**config.mk**
```make
export PLATFORM = sky130hd
export DESIGN_NAME = acc_alu
export DESIGN_NICKNAME = d
export VERILOG_FILES = /design/src/rtl/acc_alu_pkg.sv /design/src/rtl/acc_alu_binop.sv /design/src/rtl/acc_alu_unop.sv /design/src/rtl/acc_alu_flagreg.sv /design/src/rtl/acc_alu.sv
export SDC_FILE = /design/constraint.sdc
export NUM_CORES = 1
export LEC_CHECK = 0
export BUFFER_PORTS_ARGS = -buffer_cell sky130_fd_sc_hd__buf_2
export CORE_ASPECT_RATIO = 0.8
export CORE_MARGIN = 2
export CORE_UTILIZATION = 40
export CTS_BUF_LIST = sky130_fd_sc_hd__clkbuf_8
export DETAILED_ROUTE_END_ITERATION = 16
export PLACE_DENSITY = 0.63
export SLEW_MARGIN = 15
export SYNTH_ARGS = -nofsm -noshare
export SYNTH_HDL_FRONTEND = slang
export SYNTH_SLANG_ARGS = --single-unit
```
**constraint.sdc**
```tcl
create_clock -name clk -period 3.85 [get_ports clk]
set_input_delay 0.1925 -clock clk [delete_from_list [all_inputs] [get_ports clk]]
set_output_delay 0.1925 -clock clk [all_outputs]
set_load 0.1 [all_outputs]
```
**src/rtl/acc_alu_pkg.sv**
```systemverilog
package acc_alu_pkg;
  localparam int FLAG_N = 4;
  localparam int FS = 3;
  localparam int FZ = 2;
  localparam int FV = 1;
  localparam int FC = 0;

  typedef enum logic [2:0] {
    B_ADD = 3'b000, B_ADC = 3'b001, B_SUB = 3'b010, B_SBC = 3'b011,
    B_AND = 3'b100, B_OR  = 3'b101, B_XOR = 3'b110, B_CMP = 3'b111
  } bin_op_e;

  typedef enum logic [2:0] {
    U_RSV = 3'b000, U_RCR = 3'b001, U_SHR = 3'b010, U_SAR = 3'b011,
    U_NOT = 3'b100, U_NEG = 3'b101, U_CLC = 3'b110, U_STC = 3'b111
  } un_op_e;

  localparam logic [FLAG_N-1:0] M_ALL  = 4'b1111;
  localparam logic [FLAG_N-1:0] M_SZ   = 4'b1100;
  localparam logic [FLAG_N-1:0] M_SZC  = 4'b1101;
  localparam logic [FLAG_N-1:0] M_C    = 4'b0001;
  localparam logic [FLAG_N-1:0] M_NONE = 4'b0000;
endpackage

```
**src/rtl/acc_alu_binop.sv**
```systemverilog
module acc_alu_binop
  import acc_alu_pkg::*;
#(
  parameter int DATA_W = 8
) (
  input  logic [DATA_W-1:0] a,
  input  logic [DATA_W-1:0] b,
  input  logic              cin,
  input  logic [2:0]        op,
  output logic [DATA_W-1:0] res,
  output logic [FLAG_N-1:0] flg,
  output logic [FLAG_N-1:0] msk,
  output logic              we
);
  localparam int MSB = DATA_W - 1;

  logic [DATA_W:0] sum_w;
  logic [DATA_W:0] dif_w;
  logic            add_ci;
  logic            sub_bi;
  logic            v_add;
  logic            v_sub;
  bin_op_e         opc;

  assign opc    = bin_op_e'(op);
  assign add_ci = (opc == B_ADC) ? cin : 1'b0;
  assign sub_bi = (opc == B_SBC) ? cin : 1'b0;
  assign sum_w  = {1'b0, a} + {1'b0, b} + {{DATA_W{1'b0}}, add_ci};
  assign dif_w  = {1'b0, a} - {1'b0, b} - {{DATA_W{1'b0}}, sub_bi};
  assign v_add  = (a[MSB] == b[MSB]) && (sum_w[MSB] != a[MSB]);
  assign v_sub  = (a[MSB] != b[MSB]) && (dif_w[MSB] != a[MSB]);

  always_comb begin
    res = '0;
    flg = '0;
    msk = M_NONE;
    we  = 1'b1;
    unique case (opc)
      B_ADD, B_ADC: begin
        res     = sum_w[MSB:0];
        flg[FC] = sum_w[DATA_W];
        flg[FV] = v_add;
        msk     = M_ALL;
      end
      B_SUB, B_SBC, B_CMP: begin
        res     = dif_w[MSB:0];
        flg[FC] = dif_w[DATA_W];
        flg[FV] = v_sub;
        msk     = M_ALL;
        we      = (opc != B_CMP);
      end
      B_AND: begin res = a & b; msk = M_SZ; end
      B_OR:  begin res = a | b; msk = M_SZ; end
      B_XOR: begin res = a ^ b; msk = M_SZ; end
      default: begin res = '0; msk = M_NONE; we = 1'b0; end
    endcase
    flg[FS] = res[MSB];
    flg[FZ] = (res == '0);
  end
endmodule

```
**src/rtl/acc_alu_unop.sv**
```systemverilog
module acc_alu_unop
  import acc_alu_pkg::*;
#(
  parameter int DATA_W = 8
) (
  input  logic [DATA_W-1:0] a,
  input  logic              cin,
  input  logic [2:0]        op,
  output logic [DATA_W-1:0] res,
  output logic [FLAG_N-1:0] flg,
  output logic [FLAG_N-1:0] msk,
  output logic              we
);
  localparam int MSB = DATA_W - 1;
  localparam logic [DATA_W-1:0] MIN_NEG = {1'b1, {(DATA_W-1){1'b0}}};

  logic [DATA_W-1:0] neg_v;
  un_op_e            opc;

  assign opc   = un_op_e'(op);
  assign neg_v = '0 - a;

  always_comb begin
    res = '0;
    flg = '0;
    msk = M_NONE;
    we  = 1'b0;
    unique case (opc)
      U_RCR: begin res = {cin, a[MSB:1]};    flg[FC] = a[0]; msk = M_SZC; we = 1'b1; end
      U_SHR: begin res = {1'b0, a[MSB:1]};   flg[FC] = a[0]; msk = M_SZC; we = 1'b1; end
      U_SAR: begin res = {a[MSB], a[MSB:1]}; flg[FC] = a[0]; msk = M_SZC; we = 1'b1; end
      U_NOT: begin res = ~a; msk = M_ALL; we = 1'b1; end
      U_NEG: begin
        res     = neg_v;
        flg[FC] = (a != '0);
        flg[FV] = (a == MIN_NEG);
        msk     = M_ALL;
        we      = 1'b1;
      end
      U_CLC: begin flg[FC] = 1'b0; msk = M_C; end
      U_STC: begin flg[FC] = 1'b1; msk = M_C; end
      default: begin msk = M_NONE; we = 1'b0; end
    endcase
    flg[FS] = res[MSB];
    flg[FZ] = (res == '0);
  end
endmodule

```
**src/rtl/acc_alu_flagreg.sv**
```systemverilog
module acc_alu_flagreg
  import acc_alu_pkg::*;
(
  input  logic              clk,
  input  logic              rst,
  input  logic [FLAG_N-1:0] upd,
  input  logic [FLAG_N-1:0] d,
  output logic [FLAG_N-1:0] q
);
  for (genvar gi = 0; gi < FLAG_N; gi++) begin : g_bit
    always_ff @(posedge clk) begin
      if (rst)          q[gi] <= 1'b0;
      else if (upd[gi]) q[gi] <= d[gi];
    end

    AST_FLAG_HOLD: assert property (@(posedge clk) disable iff (rst)
      !upd[gi] |=> q[gi] == $past(q[gi]));
    AST_FLAG_LOAD: assert property (@(posedge clk) disable iff (rst)
      upd[gi] |=> q[gi] == $past(d[gi]));
  end

  AST_RESET_CLEAR: assert property (@(posedge clk)
    $past(rst) |-> q == '0);
endmodule

```
**src/rtl/acc_alu.sv**
```systemverilog
module acc_alu
  import acc_alu_pkg::*;
#(
  parameter int DATA_W = 8
) (
  input  logic              clk,
  input  logic              rst,
  input  logic              op_valid,
  input  logic              grp_sel,
  input  logic [2:0]        bin_op,
  input  logic [2:0]        un_op,
  input  logic [DATA_W-1:0] acc_in,
  input  logic [DATA_W-1:0] bus_in,
  output logic [DATA_W-1:0] result,
  output logic              res_we,
  output logic [FLAG_N-1:0] flag_mask,
  output logic [FLAG_N-1:0] flags_next,
  output logic [FLAG_N-1:0] flags_q
);
  logic [DATA_W-1:0] b_res, u_res;
  logic [FLAG_N-1:0] b_flg, u_flg, b_msk, u_msk, sel_flg;
  logic              b_we, u_we;

  acc_alu_binop #(.DATA_W(DATA_W)) u_bin (
    .a(acc_in), .b(bus_in), .cin(flags_q[FC]), .op(bin_op),
    .res(b_res), .flg(b_flg), .msk(b_msk), .we(b_we)
  );

  acc_alu_unop #(.DATA_W(DATA_W)) u_un (
    .a(acc_in), .cin(flags_q[FC]), .op(un_op),
    .res(u_res), .flg(u_flg), .msk(u_msk), .we(u_we)
  );

  assign result     = grp_sel ? u_res : b_res;
  assign sel_flg    = grp_sel ? u_flg : b_flg;
  assign flag_mask  = op_valid ? (grp_sel ? u_msk : b_msk) : M_NONE;
  assign res_we     = op_valid && (grp_sel ? u_we : b_we);
  assign flags_next = (sel_flg & flag_mask) | (flags_q & ~flag_mask);

  acc_alu_flagreg u_flags (
    .clk(clk), .rst(rst), .upd(flag_mask), .d(flags_next), .q(flags_q)
  );

  AST_CMP_NO_WRITE: assert property (@(posedge clk) disable iff (rst)
    (op_valid && !grp_sel && bin_op == 3'b111) |-> (!res_we && flag_mask == M_ALL));
  AST_CARRY_ONLY: assert property (@(posedge clk) disable iff (rst)
    (op_valid && grp_sel && un_op[2:1] == 2'b11) |-> (!res_we && flag_mask == M_C));
  AST_RESERVED_IDLE: assert property (@(posedge clk) disable iff (rst)
    (op_valid && grp_sel && un_op == 3'b000) |=> $stable(flags_q));
  AST_IDLE_NO_WRITE: assert property (@(posedge clk) disable iff (rst)
    !op_valid |=> $stable(flags_q));
  AST_ZERO_FLAG: assert property (@(posedge clk) disable iff (rst)
    flag_mask[FZ] |-> (flags_next[FZ] == (result == '0)));
  AST_LOGIC_KEEPS_VC: assert property (@(posedge clk) disable iff (rst)
    (op_valid && !grp_sel && bin_op[2] && bin_op != 3'b111) |=> $stable(flags_q[FV:FC]));
endmodule

```
==> results.toml <==
[critical_path]
required_ns = 3.66
end_kind = "output pin"
setup.worst_path.class = "reg -> out"
worstPathArrival_ns = 3.62
cp_max_fo = 4
startpoint_type = "flip-flop"

[power_and_ir_drop]
p_seq_share_pct = 6.2
power_w = 0.000733
power_density_nw_per_um2 = 272
internal_power_w = 0.000301
ir_drop_v = 0.000136
p_switching_w = 0.000431
p_comb_share_pct = 79.8
swShare_pct = 58.9
p_clk_share_pct = 13.9
power.leakage_nw = 1.22

[sta]
drv_slew = 0
timing.slew.headroom_pct = 54.0
rsz0062_at_grt = "true"
clock_skew_ns = 0.00400
period_needed_ns = 3.82
max_freq_ghz = 0.262
worstMarginPinSlew_ns = 0.688
fin_crit_sh_pct = 99.1
setup_violations = 0
hold_viol = 0

[final_layout]
nFillCells = 519
antenna_cells = 0
nNetsFinal = 416
drive_gt1_share_pct = 26.1
largest-register = "u_flags.q"
stdcell_count = 415
biggestRegsByFlops = "u_flags.q (4)"
stdcell_area_um2 = 2690
largest_reg_flops = 4
syn_to_final_growth_pct = 27.0
ff_latch_area_um2 = 81.3
multiInputGateArea_um2 = 1990

[floorplan]
fp.dieH_um = 69.1
num_rows = 23
io-pin-count = 47
start_util_pct = 41.9
dieWidth_um = 85.4
core_um2 = 5060
die_area_um2 = 5900

[clocking]
cts.sinks = 4
cts_buffer_depth = 2
root_buffer = "clkbuf_8"
cts_buffers = 3
clock_latency_ns = 0.23
htreeDepth = 1
path_clk_slew_ns = 0.04
cts_tree = "yes"

[yosys]
ys_ff_latch = 4
ys_seq_area_share_pct = 3.78
synthArstFlopShare_pct = 0
synthFlopType = "dfxtp_1"
yosys_warnings = 0
synth.distinct_cells = 66
synth_top_cell_by_area = "ha_1"
yosysTopAreaCellShare_pct = 18.3
synth_cells = 304
synth_area_um2 = 2120
synth_nets = 365
post_synth.cell_area_avg_um2 = 6.98
synth_edf_count = 0
synthTopCellsByArea = "ha_1 18%, nor2_1 6.0%, inv_1 5.1%, xnor2_1 5.0%, o21ai_0 4.2%"

[drt]
wl_mm = 7.08
drt_iter0_drc = 245
vias_per_cell = 5.94
drt_pre_antenna_iters = 5
drc = 0
wl_per_cell_um = 17.1
antenna_left = 0
vias = 2465

[min_path]
hp-class = "in -> reg"

[place]
io_buffers = 46
detailed_place_hpwl_mm = 5.67
placed_cells = 409
gp_congestion = 0.879
dpl_cell_area_um2 = 2540

[global_routing]
grt_pass1_vias = 2280
gr-total-overflow = 0
track_usage_pct = 23.9
antenna_found_initial = 0
grt_start_max_net_pins = 25
grt_pass1_wl_mm = 11.5

[job]
maxCapViolations = 0

[run_status]
status = "finished, final reports clean"
[path summary, 6_finish.rpt]
path         cells after the start       endpoint  slack, ns          from
max                             14  flags_next[2]       0.03  u_flags.q[0]
min reg2reg                      3   u_flags.q[3]       0.63  u_flags.q[3]
max reg2reg                     15   u_flags.q[2]       0.29  u_flags.q[0]
min                              2   u_flags.q[2]       0.21           rst
[repair_timing]
item | CTS | global route
gates resized for setup | 8 | 9
setup endpoints to repair | 2 | 3
hold buffers | 0 | 0
pin swaps | 7 | 6
buffers inserted | 2 | 1
[synthesized netlist by cell type, drive strengths merged (3+ instances only)]
master and count:
a211oi 6, inv 31, clkbuf 8, nor2b 7, a311oi 3, nor3 7
fa 4, xnor2 12, or3 6, a221oi 3, or2 4, nor2 34
a21oi 16, mux2i 4, a21o 6, ha 31, nand2b 11, o21ai 20
nand2 18, o41ai 3, nand4b 4, a31oi 5, buf 6, dfxtp 4
nand3 6, o311ai 3
[layout make-up]
| class | instances | area share, % |
|---|---|---|
| sequential | 4 | 3.02 |
| timing repair buffer | 60 | 14.3 |
| multi-input combinational | 255 | 74.0 |
| inverter | 31 | 4.32 |
| tap | 62 | 2.88 |
| clock buffer | 3 | 1.53 |
[critical path: stages, from the launching register on]
cell and delay (ns):
dfxtp_2 0.32, nand4b_1 0.10, fa_1 0.52, inv_1 0.05
ha_2 0.17, or2_4 0.23, fa_2 0.37, and3b_1 0.24
o21bai_2 0.09, a211oi_2 0.21, a31oi_2 0.08, nor4_4 0.37
a41oi_2 0.22, a21oi_4 0.22, buf_12 0.19
[logic make-up after synthesis]
kind of cell | count (synthesis) | synth area share, %
buf+inv | 45 | 8.49
flops | 4 | 3.78
simple gates | 112 | 27.9
compound gates | 90 | 30.0
mux | 5 | 2.42
xor+xnor | 13 | 5.37
fa+ha+maj | 35 | 22.1
[placed cells by master (no fill, tap or decap), types with 3 or more instances in the layout]
cell type,count
nand4b_1,4
buf_2,43
fa_1,3
dfxtp_1,3
a311oi_1,3
o21ai_0,17
a221oi_1,3
buf_12,3
or3_1,6
a211oi_1,4
nand3_1,5
xnor2_1,12
nand2b_1,11
nor2b_1,7
ha_1,30
a21o_1,6
inv_1,29
clkbuf_8,3
nor2_1,32
mux2i_1,3
nor3_1,7
a31oi_1,4
nand2_1,18
a21oi_1,15
buf_4,13
[layer usage]
layer	global-route usage [%]	share of wire, %
met1	37.4	49
met2	37.0	44
met3	1.56	6.6
met4	2.12	0.41
met5	0	0
[power groups by stage]
stage / registers, W / logic (W) / clock network [W]
global placement: 0.0000461 / 0.000550 / 0
CTS: 0.0000457 / 0.000566 / 0.000101
global route: 0.0000460 / 0.000625 / 0.000105
floorplan: 0.0000595 / 0.000405 / 0
detailed placement: 0.0000462 / 0.000554 / 0
finish: 0.0000458 / 0.000585 / 0.000102
[per-stage QoR]
stage | setup slack [ns] | utilization (%) | setup TNS (ns) | hold slack (ns)
global route | -0.0909 | 53.2 | -0.130 | 0.210
global placement | -0.0440 | 50.2 | -0.0440 | 0.441
floorplan | -0.197 | - | -0.291 | 0.257
detailed placement | -0.159 | 50.2 | -0.159 | 0.441
CTS | -0.137 | 51.9 | -0.157 | 0.206
finish | 0.0350 | 53.2 | 0 | 0.210
(Power assumes the default switching activity.)
